--- config.mk ---
export PLATFORM = sky130hd
export DESIGN_NAME = dsp_irq_hub
export DESIGN_NICKNAME = d
export VERILOG_FILES = /design/src/rtl/dsp_irq_hub_pkg.sv /design/src/rtl/irq_ctl_decode.sv /design/src/rtl/irq_pend_bank.sv /design/src/rtl/irq_prio_sel.sv /design/src/rtl/dsp_irq_hub.sv
export SDC_FILE = /design/constraint.sdc
export NUM_CORES = 1
export LEC_CHECK = 0
export ABC_AREA = 1
export BUFFER_PORTS_ARGS = -buffer_cell sky130_fd_sc_hd__clkbuf_2
export CORE_AREA = 3 3 40 42
export CTS_BUF_LIST = sky130_fd_sc_hd__clkbuf_4
export DETAILED_ROUTE_END_ITERATION = 8
export DIE_AREA = 0 0 43 45
export GPL_ROUTABILITY_DRIVEN = 0
export PLACE_DENSITY = 0.76
export SKIP_LAST_GASP = 1
export SLEW_MARGIN = 5
export SYNTH_ARGS = -nofsm -noshare
export SYNTH_HDL_FRONTEND = slang
export SYNTH_SLANG_ARGS = --single-unit
--- constraint.sdc ---
create_clock -name clk -period 0.8 [get_ports clk]
set_input_delay 0.08 -clock clk [delete_from_list [all_inputs] [get_ports clk]]
set_output_delay 0.08 -clock clk [all_outputs]
set_load 0.03 [all_outputs]
--- src/rtl/dsp_irq_hub_pkg.sv ---
package dsp_irq_hub_pkg;
  localparam int SRC_N    = 3;
  localparam int HOST_W   = 8;
  localparam int DSP_W    = 16;
  // control-register bit positions decoded by the hub
  localparam int HOST_RING_BIT = 1;  // host rings the core
  localparam int HOST_CLR_BIT  = 0;  // host clears the core's doorbell
  localparam int DSP_RING_BIT  = 9;  // core rings the host
  localparam int DSP_CLR_BIT   = 4;  // core clears the host's doorbell

  typedef struct packed {
    logic ring_core;   // host -> core doorbell set
    logic clr_core;    // core clears host-originated request
    logic ring_host;   // core -> host doorbell set
    logic clr_host;    // host clears core-originated request
  } bell_cmd_t;
endpackage

--- src/rtl/irq_ctl_decode.sv ---
module irq_ctl_decode
  import dsp_irq_hub_pkg::*;
#(
  parameter int HW = HOST_W,
  parameter int DW = DSP_W,
  parameter int H_RING = HOST_RING_BIT,
  parameter int H_CLR  = HOST_CLR_BIT,
  parameter int D_RING = DSP_RING_BIT,
  parameter int D_CLR  = DSP_CLR_BIT
) (
  input  logic          host_wr,
  input  logic [HW-1:0] host_wdata,
  input  logic          dsp_wr,
  input  logic [DW-1:0] dsp_wdata,
  output bell_cmd_t     cmd
);
  always_comb begin
    cmd.ring_core = host_wr & host_wdata[H_RING];
    cmd.clr_host  = host_wr & host_wdata[H_CLR];
    cmd.ring_host = dsp_wr  & dsp_wdata[D_RING];
    cmd.clr_core  = dsp_wr  & dsp_wdata[D_CLR];
  end
endmodule

--- src/rtl/irq_pend_bank.sv ---
module irq_pend_bank #(
  parameter int N = 3
) (
  input  logic         clk,
  input  logic         rst,
  input  logic [N-1:0] set_v,
  input  logic [N-1:0] clr_v,
  output logic [N-1:0] pend_q
);
  for (genvar i = 0; i < N; i++) begin : g_bit
    always_ff @(posedge clk) begin
      if (rst)            pend_q[i] <= 1'b0;
      else if (set_v[i])  pend_q[i] <= 1'b1;   // set wins over clear
      else if (clr_v[i])  pend_q[i] <= 1'b0;
    end
  end
endmodule

--- src/rtl/irq_prio_sel.sv ---
module irq_prio_sel #(
  parameter int N  = 3,
  localparam int IW = (N > 1) ? $clog2(N) : 1
) (
  input  logic          clk,
  input  logic          rst,
  input  logic [N-1:0]  gated,
  input  logic          ack,
  input  logic          rti,
  output logic          irq_q,
  output logic [IW-1:0] vec_q,
  output logic          in_svc_q,
  output logic [IW-1:0] svc_id_q
);
  logic          any_req;
  logic [IW-1:0] top_id;
  logic          take;

  always_comb begin
    any_req = |gated;
    top_id  = '0;
    for (int i = 0; i < N; i++)
      if (gated[i]) top_id = IW'(i);   // later index overrides: highest wins
  end

  assign take = ack & irq_q;

  always_ff @(posedge clk) begin
    if (rst) begin
      in_svc_q <= 1'b0;
      svc_id_q <= '0;
      irq_q    <= 1'b0;
      vec_q    <= '0;
    end else begin
      if (take) begin
        in_svc_q <= 1'b1;
        svc_id_q <= vec_q;
      end else if (rti) begin
        in_svc_q <= 1'b0;
      end
      irq_q <= any_req & ~in_svc_q & ~take;
      vec_q <= top_id;
    end
  end
endmodule

--- src/rtl/dsp_irq_hub.sv ---
module dsp_irq_hub
  import dsp_irq_hub_pkg::*;
#(
  parameter int N  = SRC_N,
  parameter int HW = HOST_W,
  parameter int DW = DSP_W,
  localparam int IW = (N > 1) ? $clog2(N) : 1
) (
  input  logic          clk,
  input  logic          rst,
  input  logic [N-1:0]  src_req,
  input  logic [N-1:0]  clr_strobe,
  input  logic          glb_en_we,
  input  logic          glb_en_d,
  input  logic          mask_we,
  input  logic [N-1:0]  mask_d,
  input  logic          host_wr,
  input  logic [HW-1:0] host_wdata,
  input  logic          dsp_wr,
  input  logic [DW-1:0] dsp_wdata,
  input  logic          ack,
  input  logic          rti,
  output logic          dsp_irq,
  output logic [IW-1:0] dsp_vec,
  output logic          host_irq
);
  bell_cmd_t     cmd;
  logic [N-1:0]  set_v, clr_v, pend_q, gated, mask_q;
  logic          glb_en_q, in_svc_q;
  logic [IW-1:0] svc_id_q;
  logic [0:0]    hdb_q;

  irq_ctl_decode #(.HW(HW), .DW(DW)) u_dec (
    .host_wr(host_wr), .host_wdata(host_wdata),
    .dsp_wr(dsp_wr), .dsp_wdata(dsp_wdata), .cmd(cmd)
  );

  // the host doorbell feeds the most urgent source
  always_comb begin
    set_v = src_req;
    clr_v = clr_strobe;
    set_v[N-1] = src_req[N-1] | cmd.ring_core;
    clr_v[N-1] = clr_strobe[N-1] | cmd.clr_core;
  end

  irq_pend_bank #(.N(N)) u_pend (
    .clk(clk), .rst(rst), .set_v(set_v), .clr_v(clr_v), .pend_q(pend_q)
  );

  irq_pend_bank #(.N(1)) u_hostbell (
    .clk(clk), .rst(rst), .set_v(cmd.ring_host), .clr_v(cmd.clr_host), .pend_q(hdb_q)
  );

  always_ff @(posedge clk) begin
    if (rst) begin
      glb_en_q <= 1'b0;
      mask_q   <= '0;
    end else begin
      if (glb_en_we) glb_en_q <= glb_en_d;
      if (mask_we)   mask_q   <= mask_d;
    end
  end

  assign gated = pend_q & mask_q & {N{glb_en_q}};

  irq_prio_sel #(.N(N)) u_sel (
    .clk(clk), .rst(rst), .gated(gated), .ack(ack), .rti(rti),
    .irq_q(dsp_irq), .vec_q(dsp_vec), .in_svc_q(in_svc_q), .svc_id_q(svc_id_q)
  );

  assign host_irq = hdb_q[0];
endmodule

Yosys cells after proc, flatten, opt, wreduce, memory -nomap -nowiden
Cells that the tools add are included.
{"block": "totals", "inputBits": 42, "wordCells": 42, "reg_bits": 12}
{"block": "op_classes", "bitwise_logic": 13, "n_reduce_logical": 7, "mux": 12}
{"op": "$mux 1", "n": 11}
{"op": "$reduce_bool 2->1", "n": 5}
{"op": "$and 1x1->1", "n": 7}
{"op": "$and 3x3->3", "n": 2}
{"op": "$reduce_or 3->1", "n": 1}
{"op": "$mux 2", "n": 1}
{"op": "$not 1->1", "n": 2}
{"op": "$or 1x1->1", "n": 2}
{"op": "$reduce_or 2->1", "n": 1}

Longest topological paths before layout
{"block": "logic_depth", "ltp_word": 5, "depth_mapped": 6, "ltp_nobuf": 5}

Cells and area by module
A second synthesis with hierarchy kept.
{"block": "unflattened", "hier_cells": 92, "hier_area_um2": 599.3}
{"mod": "irq_prio_sel", "area_per_inst_um2": 222.7, "instances": 1, "cells_each": 30, "seq_area_each_um2": 120.1}
{"mod": "dsp_irq_hub", "area_per_inst_um2": 197.7, "instances": 1, "cells_each": 34, "seq_area_each_um2": 80.1}
{"mod": "irq_pend_bank at u_pend", "area_per_inst_um2": 108.9, "instances": 1, "cells_each": 15, "seq_area_each_um2": 60.1}
{"mod": "irq_pend_bank at u_hostbell", "area_per_inst_um2": 40.0, "instances": 1, "cells_each": 5, "seq_area_each_um2": 20.0}
{"mod": "irq_ctl_decode", "area_per_inst_um2": 30.0, "instances": 1, "cells_each": 8, "seq_area_each_um2": 0.0}

Worst setup path before layout
Ideal clock, no wire load.
{"block": "synth_path", "path_kind": "reg2reg", "from": "reg u_sel.irq_q", "to": "reg u_sel.irq_q", "required_ps": 691, "setup_time_ps": 109, "stages_incl_launch_ff": 6, "path_slack_ps": -75, "synth_period_minus_slack_ps": 875, "arrival_time_ps": 766, "cell_sequence": "dfxtp_1 nand2_1 nand2_1 inv_1 nand2_1 inv_1"}
{"block": "synth_via", "elab_chain_cells": 3}
{"item": "start: declaration", "line": "irq_prio_sel.sv:10", "text": "output logic irq_q,"}
{"item": "start signal: assignment", "line": "irq_prio_sel.sv:41", "text": "irq_q <= any_req & ~in_svc_q & ~take;"}
{"item": "$and 1x1->1", "line": "irq_prio_sel.sv:26", "text": "assign take = ack & irq_q;"}
{"item": "$not 1->1", "line": "irq_prio_sel.sv:41"}
{"item": "$and 1x1->1", "line": "irq_prio_sel.sv:41"}
No other way between the ends.
A chain may end at the register's enable or synchronous reset.

Worst setup path after layout
{"block": "layout_path", "from": "reg u_sel.irq_q", "to": "out dsp_irq"}
{"item": "end: declaration", "line": "dsp_irq_hub.sv:23", "text": "output logic dsp_irq,"}
No word-level cell between the ends.

==> impl_metrics.json <==
{
  "synth_xor_area_share_pct": 0,
  "cts-hold-fix-buffers": 0,
  "nets": 128,
  "drtIter0Drc": 3,
  "nFillCells": 133,
  "worstSetupPathType": "flip-flop to output pin",
  "mostFrequentLayoutCells": "21 x clkbuf_2, 11 x nor2_1, 9 x nand2_1",
  "diodes": 0,
  "pwr-share-seq_pct": 57.7,
  "fmax_mhz": 1245,
  "cp_max_fo": 2,
  "violations": "negative setup slack",
  "sw_frac_of_total_pct": 22.14,
  "synth_compound_area_share_pct": 12.54,
  "final_common_cell": "clkbuf_2",
  "whs_ns": 0.001293,
  "r2r-end": "u_sel.irq_q",
  "die_area_sq_um": 1935,
  "setup_viol": 2,
  "ys_types": 11,
  "die_h_um": 45,
  "crit_end": "dsp_irq",
  "power_frac_comb_pct": 11.9,
  "finalClockSkew_ns": 0.003572,
  "peakVddDrop_v": 0.001374,
  "slowest_delay_ns": 0.34,
  "worst_r2r_startpoint": "glb_en_q",
  "cts_sinks": 12,
  "clock_path_buffers": 2,
  "final_layout_size_suffix_gt1_share_pct": 41.67,
  "cp_slowest_cell": "dfxtp_2",
  "grt_pass1_wl_um": 1386,
  "via_per_inst": 4.303,
  "power.density_nw_per_um2": 1741,
  "drv_cap": 0,
  "post-route-period-util_pct": 100.4,
  "slew_headroom_pct": 88.39,
  "hold_class": "input port to flip-flop",
  "syn_area_sq_um": 439.2,
  "p_switching_uw": 249.0,
  "r2r_cells": 4,
  "critical_path_buf_inv_count": 1,
  "start_util_pct": 34.18,
  "rows": 13,
  "num_io_pins": 46,
  "critical_path.top_delay_family": "flip-flops",
  "path_depth": 1,
  "cp.required_ns": 0.72,
  "ys_ff_latch": 12,
  "synthMuxAreaShare_pct": 0,
  "clock_latency_ns": 0.26,
  "intPower_uw": 875.4,
  "synthSimpleGateAreaFrac_pct": 23.36,
  "synth_cells": 57,
  "drv_slew": 0,
  "grt_pass1_vias": 373,
  "syn_to_final_growth_pct": 47.01,
  "grt_max_degree": 9,
  "routedWlPerCell_um": 8.434,
  "place_area_sq_um": 573.1,
  "core_sq_um": 1285,
  "status": "finished, violations left",
  "finalHoldViolCount": 0,
  "cts-root-buf": "clkbuf_4",
  "tightestPinTransition_ns": 0.1723,
  "htreeDepth": 1,
  "cp-end-kind": "output pin",
  "firstDrtPassIters": 2,
  "p_leak_nw": 0.3420,
  "yosys_warnings": 0,
  "die_w_um": 43,
  "fin_area_sq_um": 645.6,
  "antenna_found_initial": 0,
  "ant_nets": 0,
  "wirelength_um": 835,
  "grt_use_total_pct": 9.966,
  "grt.overflow.total": 0,
  "path_clk_slew_ns": 0.07,
  "synthAdderAreaFrac_pct": 0,
  "synth_nets": 99,
  "crit_chain": "buf_8",
  "synth.avg_cell_area_sq_um": 7.705,
  "rsz0062_at_grt": "yes",
  "reg2reg_slack_ns": 0.11,
  "clkPwrFrac_pct": 30.4,
  "synth_top_family_by_area": "simple AND/OR/NAND/NOR gates",
  "hpwl_um": 694.2,
  "critPathLaunch": "u_sel.irq_q",
  "vias": 426,
  "io_buffers": 25,
  "fin_crit_ns": 0.8032,
  "synth_seq_area_share_pct": 54.70,
  "critPathLaunchType": "flip-flop",
  "worst_slack_ns": -0.003212,
  "cts_buffers": 3,
  "drc_errors": 0,
  "arrival_ns": 0.72,
  "cts_tree": "done"
}
-- power groups by stage --
stage | Sequential [mW] | Clock (mW) | Combinational, mW
6_report | 0.649 | 0.342 | 0.133
5_1_grt | 0.652 | 0.394 | 0.153
4_1_cts | 0.645 | 0.357 | 0.134
3_5_place_dp | 0.657 | 0 | 0.125
3_3_place_gp | 0.656 | 0 | 0.122
2_1_floorplan | 0.663 | 0 | 0.0559
-- timing repair --
action                                 in CTS  in global routing
endpoints found under the hold margin       0                  0
resized for setup                          10                  7
setup endpoints to repair                   4                  6
buffers inserted                            0                  0
-- cells in the mapped netlist --
master | number | share of area [%]
dfxtp_1 | 12 | 55
nor2_1 | 11 | 9.4
nand2_1 | 9 | 7.7
a21oi_1 | 7 | 8.0
inv_1 | 7 | 6.0
nand3_1 | 4 | 4.6
o21ai_0 | 3 | 3.4
buf_6 | 1 | 2.6
inv_2 | 1 | 0.85
nand3b_1 | 1 | 1.7
o21ai_1 | 1 | 1.1
-- per-layer routing --
layer	wire, um	part of all wire [%]	global-route usage (%)
met1	341	41	11.03
met2	391	47	15.87
met3	102	12	7.171
met4	0	0	1.807
met5	0	0	0
-- worst min-delay path by stage --
stage / startpoint / end / cells after the start
floorplan: glb_en_we / glb_en_q / 1
global route: src_req[1] / u_pend.pend_q[1] / 3
detailed placement: glb_en_we / glb_en_q / 2
global placement: glb_en_we / glb_en_q / 2
finish: glb_en_we / glb_en_q / 2
CTS: glb_en_we / glb_en_q / 2
-- final cells by class --
type                            count  area, sq um  area share (%)
Inverter                            8        30.03           4.651
Timing Repair Buffer               25        165.2           25.58
Multi-Input combinational cell     36        162.7           25.19
Sequential cell                    12        246.5           38.18
Clock buffer                        3        22.52           3.488
Tap cell                           15        18.77           2.907
-- state kept, by name (all words and copies together) (netlist names) --
signal / flops
u_sel.vec_q: 2
u_pend.pend_q: 3
glb_en_q: 1
u_sel.irq_q: 1
mask_q: 3
u_hostbell.pend_q: 1
u_sel.in_svc_q: 1
-- cell families after synthesis --
family	Yosys count
and+or+nand+nor	25
DFF	12
AOI/OAI and AO/OA	11
buffers and inverters	9
-- stage by stage --
stage	TNS [ns]	setup WS [ns]	total power, mW	instances	util, %
5_1_grt	-0.1242	-0.04529	1.199	99	50.24
6_report	-0.005461	-0.003212	1.124	99	50.24
2_1_floorplan	0	0.03680	0.7188	57	-
3_3_place_gp	0	0.08836	0.7781	96	44.60
4_1_cts	-0.09121	-0.02969	1.135	99	49.27
3_5_place_dp	0	0.07700	0.7822	96	44.60
Power figures use the tool's default switching activity.
